==> src/rtl/gpio_irq_pkg.sv <==
package gpio_irq_pkg;

  // Strobes sent from control to datapath each cycle
  typedef struct packed {
    logic setPending;
    logic clrPending;
    logic clrGlobal;
    logic loadGlobal;
    logic globalData;
  } irqStrobes_t;

endpackage

==> src/rtl/gpio_irq_sync.sv <==
module gpio_irq_sync #(
  parameter int WIDTH  = 4,
  parameter int STAGES = 2
) (
  input  logic             clk,
  input  logic             rst,
  input  logic [WIDTH-1:0] asyncIn,
  output logic [WIDTH-1:0] syncOut
);

  logic [WIDTH-1:0] stageQ [STAGES];

  always_ff @(posedge clk) begin
    if (rst) begin
      for (int s = 0; s < STAGES; s++) stageQ[s] <= '0;
    end else begin
      stageQ[0] <= asyncIn;
      for (int s = 1; s < STAGES; s++) stageQ[s] <= stageQ[s-1];
    end
  end

  assign syncOut = stageQ[STAGES-1];

endmodule

==> src/rtl/gpio_irq_datapath.sv <==
module gpio_irq_datapath
  import gpio_irq_pkg::*;
#(
  parameter int PIN_COUNT   = 4,
  parameter int SYNC_STAGES = 2
) (
  input  logic                 clk,
  input  logic                 rst,
  input  logic [PIN_COUNT-1:0] pinLevel,
  input  logic [PIN_COUNT-1:0] pinRiseSel,
  input  logic [PIN_COUNT-1:0] pinEnable,
  input  irqStrobes_t          strobes,
  output logic                 edgeSeen,
  output logic                 pendingQ,
  output logic                 globalEnQ
);

  logic [PIN_COUNT-1:0] pinSync;
  logic [PIN_COUNT-1:0] qualified;
  logic                 anyActive;
  logic                 anyActiveQ;

  gpio_irq_sync #(.WIDTH(PIN_COUNT), .STAGES(SYNC_STAGES)) syncInst (
    .clk    (clk),
    .rst    (rst),
    .asyncIn(pinLevel),
    .syncOut(pinSync)
  );

  // Polarity adjust and mask per pin
  for (genvar p = 0; p < PIN_COUNT; p++) begin : g_qual
    assign qualified[p] = pinEnable[p] & (pinRiseSel[p] ? pinSync[p] : ~pinSync[p]);
  end

  assign anyActive = |qualified;
  assign edgeSeen  = anyActive & ~anyActiveQ;

  always_ff @(posedge clk) begin
    if (rst) anyActiveQ <= 1'b0;
    else     anyActiveQ <= anyActive;
  end

  always_ff @(posedge clk) begin
    if (rst)                     pendingQ <= 1'b0;
    else if (strobes.setPending) pendingQ <= 1'b1;
    else if (strobes.clrPending) pendingQ <= 1'b0;
  end

  always_ff @(posedge clk) begin
    if (rst)                     globalEnQ <= 1'b0;
    else if (strobes.clrGlobal)  globalEnQ <= 1'b0;
    else if (strobes.loadGlobal) globalEnQ <= strobes.globalData;
  end

  // A detected OR edge always leaves the flag set
  assert_edge_sets_flag_R7: assert property (@(posedge clk) disable iff (rst)
    edgeSeen |=> pendingQ);

  // The flag moves only on an edge or a clear strobe
  assert_flag_holds_R4: assert property (@(posedge clk) disable iff (rst)
    (!edgeSeen && !strobes.clrPending) |=> $stable(pendingQ));

endmodule

==> src/rtl/gpio_irq_control.sv <==
module gpio_irq_control
  import gpio_irq_pkg::*;
(
  input  logic        edgeSeen,
  input  logic        intAck,
  input  logic        globalEnWrite,
  input  logic        globalEnData,
  output irqStrobes_t strobes
);

  always_comb begin
    strobes.setPending = edgeSeen;
    strobes.clrPending = intAck & ~edgeSeen;   // a fresh edge beats the clear
    strobes.clrGlobal  = intAck;               // hardware clear beats software write
    strobes.loadGlobal = globalEnWrite & ~intAck;
    strobes.globalData = globalEnData;
  end

endmodule

==> src/rtl/gpio_irq_combiner.sv <==
module gpio_irq_combiner
  import gpio_irq_pkg::*;
#(
  parameter int PIN_COUNT   = 4,
  parameter int SYNC_STAGES = 2
) (
  input  logic                 clk,
  input  logic                 rst,
  input  logic [PIN_COUNT-1:0] pinLevel,
  input  logic [PIN_COUNT-1:0] pinRiseSel,
  input  logic [PIN_COUNT-1:0] pinEnable,
  input  logic                 globalEnWrite,
  input  logic                 globalEnData,
  input  logic                 intAck,
  output logic                 irqOut,
  output logic                 globalEnable
);

  irqStrobes_t strobes;
  logic        edgeSeen;
  logic        pendingQ;
  logic        globalEnQ;

  gpio_irq_datapath #(.PIN_COUNT(PIN_COUNT), .SYNC_STAGES(SYNC_STAGES)) dp (
    .clk       (clk),
    .rst       (rst),
    .pinLevel  (pinLevel),
    .pinRiseSel(pinRiseSel),
    .pinEnable (pinEnable),
    .strobes   (strobes),
    .edgeSeen  (edgeSeen),
    .pendingQ  (pendingQ),
    .globalEnQ (globalEnQ)
  );

  gpio_irq_control ctl (
    .edgeSeen     (edgeSeen),
    .intAck       (intAck),
    .globalEnWrite(globalEnWrite),
    .globalEnData (globalEnData),
    .strobes      (strobes)
  );

  assign irqOut       = pendingQ & globalEnQ;
  assign globalEnable = globalEnQ;

  // Acknowledge drops the global enable
  assert_ack_clears_enable_R6: assert property (@(posedge clk) disable iff (rst)
    intAck |=> !globalEnable);

  // Acknowledge without a new edge leaves no request
  assert_ack_clears_request_R6: assert property (@(posedge clk) disable iff (rst)
    (intAck && !edgeSeen) |=> !irqOut);

  // Global enable changes only through write or acknowledge
  assert_enable_stable_R8: assert property (@(posedge clk) disable iff (rst)
    (!intAck && !globalEnWrite) |=> $stable(globalEnable));

endmodule

==> config.mk <==
export PLATFORM = sky130hd
export DESIGN_NAME = gpio_irq_combiner
export DESIGN_NICKNAME = d
export VERILOG_FILES = /design/src/rtl/gpio_irq_pkg.sv /design/src/rtl/gpio_irq_sync.sv /design/src/rtl/gpio_irq_datapath.sv /design/src/rtl/gpio_irq_control.sv /design/src/rtl/gpio_irq_combiner.sv
export SDC_FILE = /design/constraint.sdc
export NUM_CORES = 1
export LEC_CHECK = 0
export CAP_MARGIN = 20
export CORE_AREA = 8 8 45 47
export CTS_CLUSTER_DIAMETER = 60
export DETAILED_ROUTE_END_ITERATION = 10
export DIE_AREA = 0 0 53 55
export HOLD_SLACK_MARGIN = 0.12
export PLACE_DENSITY = 0.61
export SETUP_SLACK_MARGIN = 0.2
export SLEW_MARGIN = 20
export SYNTH_ARGS = -nofsm -noshare
export SYNTH_HDL_FRONTEND = slang
export SYNTH_SLANG_ARGS = --single-unit
==> constraint.sdc <==
create_clock -name clk -period 0.9 [get_ports clk]
set_input_delay 0.09 -clock clk [delete_from_list [all_inputs] [get_ports clk]]
set_output_delay 0.09 -clock clk [all_outputs]
set_load 0.02 [all_outputs]
==> flow_metrics.env <==
export IMPL_grt_first_pass_wirelength_um=1170
export IMPL_cts_root_buf="clkbuf_4"
export IMPL_hold_start="rst"
export IMPL_detail_route_antenna_nets=0
export IMPL_cts_tree="built"
export IMPL_syn_inst=33
export IMPL_areaGrowthSynthToFinish_pct=71.0
export IMPL_vias=299
export IMPL_initial_core_util_pct=26.9
export IMPL_drtIter0Drc=0
export IMPL_drc=0
export IMPL_grt_overflow=0
export IMPL_clockBufferDepth=2
export IMPL_end_kind="flop"
export IMPL_die_w_um=53
export IMPL_route_detailed_wl_per_inst_um=9.84
export IMPL_cpPeakStageDelay_ns=0.32
export IMPL_dp_hpwl_um=606
export IMPL_r2r_start="dp.syncInst.stageQ[0][7]"
export IMPL_reg2reg_depth=4
export IMPL_synth_simple_area_share_pct=18.2
export IMPL_power_mw=0.991
export IMPL_r2r_slack_ns=-0.10
export IMPL_clock_latency_ns=0.26
export IMPL_grt_busiest_layer="met2"
export IMPL_crit_buf_inv=0
export IMPL_fin_crit_sh_pct=111
export IMPL_ir_drop_uv=509
export IMPL_routed_wl_um=728
export IMPL_avgSynthCellArea_um2=11.3
export IMPL_drive_gt1_share_pct=22.4
export IMPL_row_count=14
export IMPL_cts_buffers=3
export IMPL_rsz0062_at_grt="true"
export IMPL_track_usage_pct=5.75
export IMPL_grt_util_met2_pct=7.42
export IMPL_synth_cell_area_um2=372
export IMPL_rr_endpoint="dp.pendingQ"
export IMPL_clk_pin_slew_ns=0.07
export IMPL_htreeDepth=1
export IMPL_critPathTopFamily="compound AO/OA/AOI/OAI gates"
export IMPL_path_max_fanout=2
export IMPL_synth_compound_area_share_pct=9.43
export IMPL_synth_top_family_by_area="simple AND/OR/NAND/NOR gates"
export IMPL_grt_pass1_vias=269
export IMPL_ys_top_cells_by_area="dfxtp_1, nor2b_1, xnor2_1"
export IMPL_max_freq_mhz=999
export IMPL_use_met1_pct=5.66
export IMPL_setup_tns_ns=-0.186
export IMPL_critPathKind="reg -> reg"
export IMPL_violations="setup timing"
export IMPL_critPathRequiredTime_ns=1.06
export IMPL_holdWs_ns=0.238
export IMPL_fin_nets=76
export IMPL_clock_sinks=11
export IMPL_post_dp_cell_area_um2=602
export IMPL_final_cell_mix="clkdlybuf4s50_1, nor2b_1, dfxtp_1, xnor2_1, buf_4"
export IMPL_period_minus_slack_ns=1.00
export IMPL_synthMuxAreaShare_pct=2.69
export IMPL_synth_nets=50
export IMPL_synth_adder_area_share_pct=0
export IMPL_critPathSlowestCell="dfxtp_2"
export IMPL_num_antenna_cells=0
export IMPL_path_cells="xnor2_1, a22oi_1, a21oi_1, o21ba_1"
export IMPL_worstMarginPinSlew_ns=0.211
export IMPL_final_area_um2=636
export IMPL_antenna_found_initial=0
export IMPL_yosysTopAreaCell="dfxtp_1"
export IMPL_grt_max_degree=7
export IMPL_coreArea_um2=1380
export IMPL_setup_viol=3
export IMPL_die_h_um=55
export IMPL_hold_viol=0
export IMPL_place_ws_ns=-0.341
export IMPL_viasPerCell=4.04
export IMPL_yosysUniqueCellTypes=10
export IMPL_first_pass_iters=1
export IMPL_yosysSeqAreaShare_pct=59.3
export IMPL_crit_arrival_ns=1.16
export IMPL_port_buffers=18
export IMPL_fin_ws_ns=-0.101
export IMPL_drv_slew=0
export IMPL_min_to="dp.syncInst.stageQ[0][7]"
export IMPL_finalClockSkew_ns=0.00457
export IMPL_p_leak_nw=0.257
export IMPL_synth_seq_cells=11
export IMPL_final_common_cell="clkdlybuf4s50_1"
export IMPL_p_per_area_nw_per_um2=1560
export IMPL_crit_path_start_kind="flop"
export IMPL_drv_cap=0
export IMPL_status="finished, violations left"
export IMPL_slew_headroom_pct=85.9
export IMPL_min_path_cells=2
export IMPL_ys_warn_count=0
export IMPL_synth_top_cell_area_share_pct=59.3
export IMPL_die_area_um2=2920
export IMPL_routabilityCongestion=0.669
export IMPL_io_pins=19
export IMPL_hp_class="in -> reg"
export IMPL_synth_xor_area_share_pct=9.43
export IMPL_use_met3_pct=4.01
[cell usage after synthesis (all sizes together)]
| cell | n |
|---|---|
| clkbuf | 1 |
| dfxtp | 11 |
| o21ba | 1 |
| mux2i | 1 |
| a21oi | 2 |
| a22oi | 2 |
| xnor2 | 4 |
| nor2b | 9 |
| and2 | 1 |
| nor3 | 1 |
[per-stage QoR]
step           utilization (%)  instances
2_1_floorplan                -         33
3_3_place_gp              43.5         70
3_5_place_dp              43.5         70
4_1_cts                   45.5         74
5_1_grt                   45.9         74
6_report                  45.9         74
[cells by family (layout without fill, tap and decap cells)]
kind of cell	Yosys count	after routing
and+or+nand+nor	11	11
DFF	11	11
muxes	1	1
buffers and inverters	1	26
AOI/OAI and AO/OA	5	5
xor gates and xnor gates	4	4
[worst register-to-register path, delay by kind of cell (launching register included)]
kind	cells	cell delay (ns)
flops	1	0.32
compound gates	3	0.47
xor+xnor	1	0.11
[routing by layer]
| metal | vias up | wire length, µm |
|---|---|---|
| met2 | 16 | 275 |
| met5 | - | 0 |
| met4 | 0 | 0 |
| met3 | 0 | 117 |
| met1 | 127 | 335 |
| li1 | 156 | - |
[what timing repair did]
item                                    in CTS  in global routing
cloned                                       0                  0
resized for setup                           13                  2
hold buffers                                 0                  0
pin swaps                                    0                  0
endpoints found under the setup margin      11                  4
setup buffers                                0                  0
[registers in the layout, indices dropped and copies added (netlist names)]
| name | count |
|---|---|
| dp.pendingQ | 1 |
| dp.globalEnQ | 1 |
| dp.anyActiveQ | 1 |
| dp.syncInst.stageQ | 8 |
[worst max path at each step]
stage                             start     endpoint  slack, ns  cells past startpoint
4_1_cts        dp.syncInst.stageQ[0][7]  dp.pendingQ      -0.12                      4
3_5_place_dp              pinRiseSel[2]  dp.pendingQ      -0.34                      5
5_1_grt        dp.syncInst.stageQ[0][7]  dp.pendingQ      -0.16                      4
3_3_place_gp              pinRiseSel[0]  dp.pendingQ      -0.35                      5
2_1_floorplan  dp.syncInst.stageQ[0][7]  dp.pendingQ      -0.05                      4
6_report       dp.syncInst.stageQ[0][7]  dp.pendingQ      -0.10                      4
[area by class of cell]
cell class / instances / area, µm²
clock buffers: 4 / 26.3
fillers: 155 / 748
multi-input cells: 21 / 155
flip-flops and latches: 11 / 223
well taps: 16 / 20.0
repair buffers: 22 / 211
[power by group]
part           internal [mW]  switching [mW]  leakage, nW  total (mW)
Clock                  0.171           0.143       0.0150       0.313
Sequential             0.515         0.00844       0.0919       0.523
Combinational          0.112          0.0423        0.150       0.155
Total                  0.798           0.193        0.257       0.991
(Power assumes the default switching activity.)
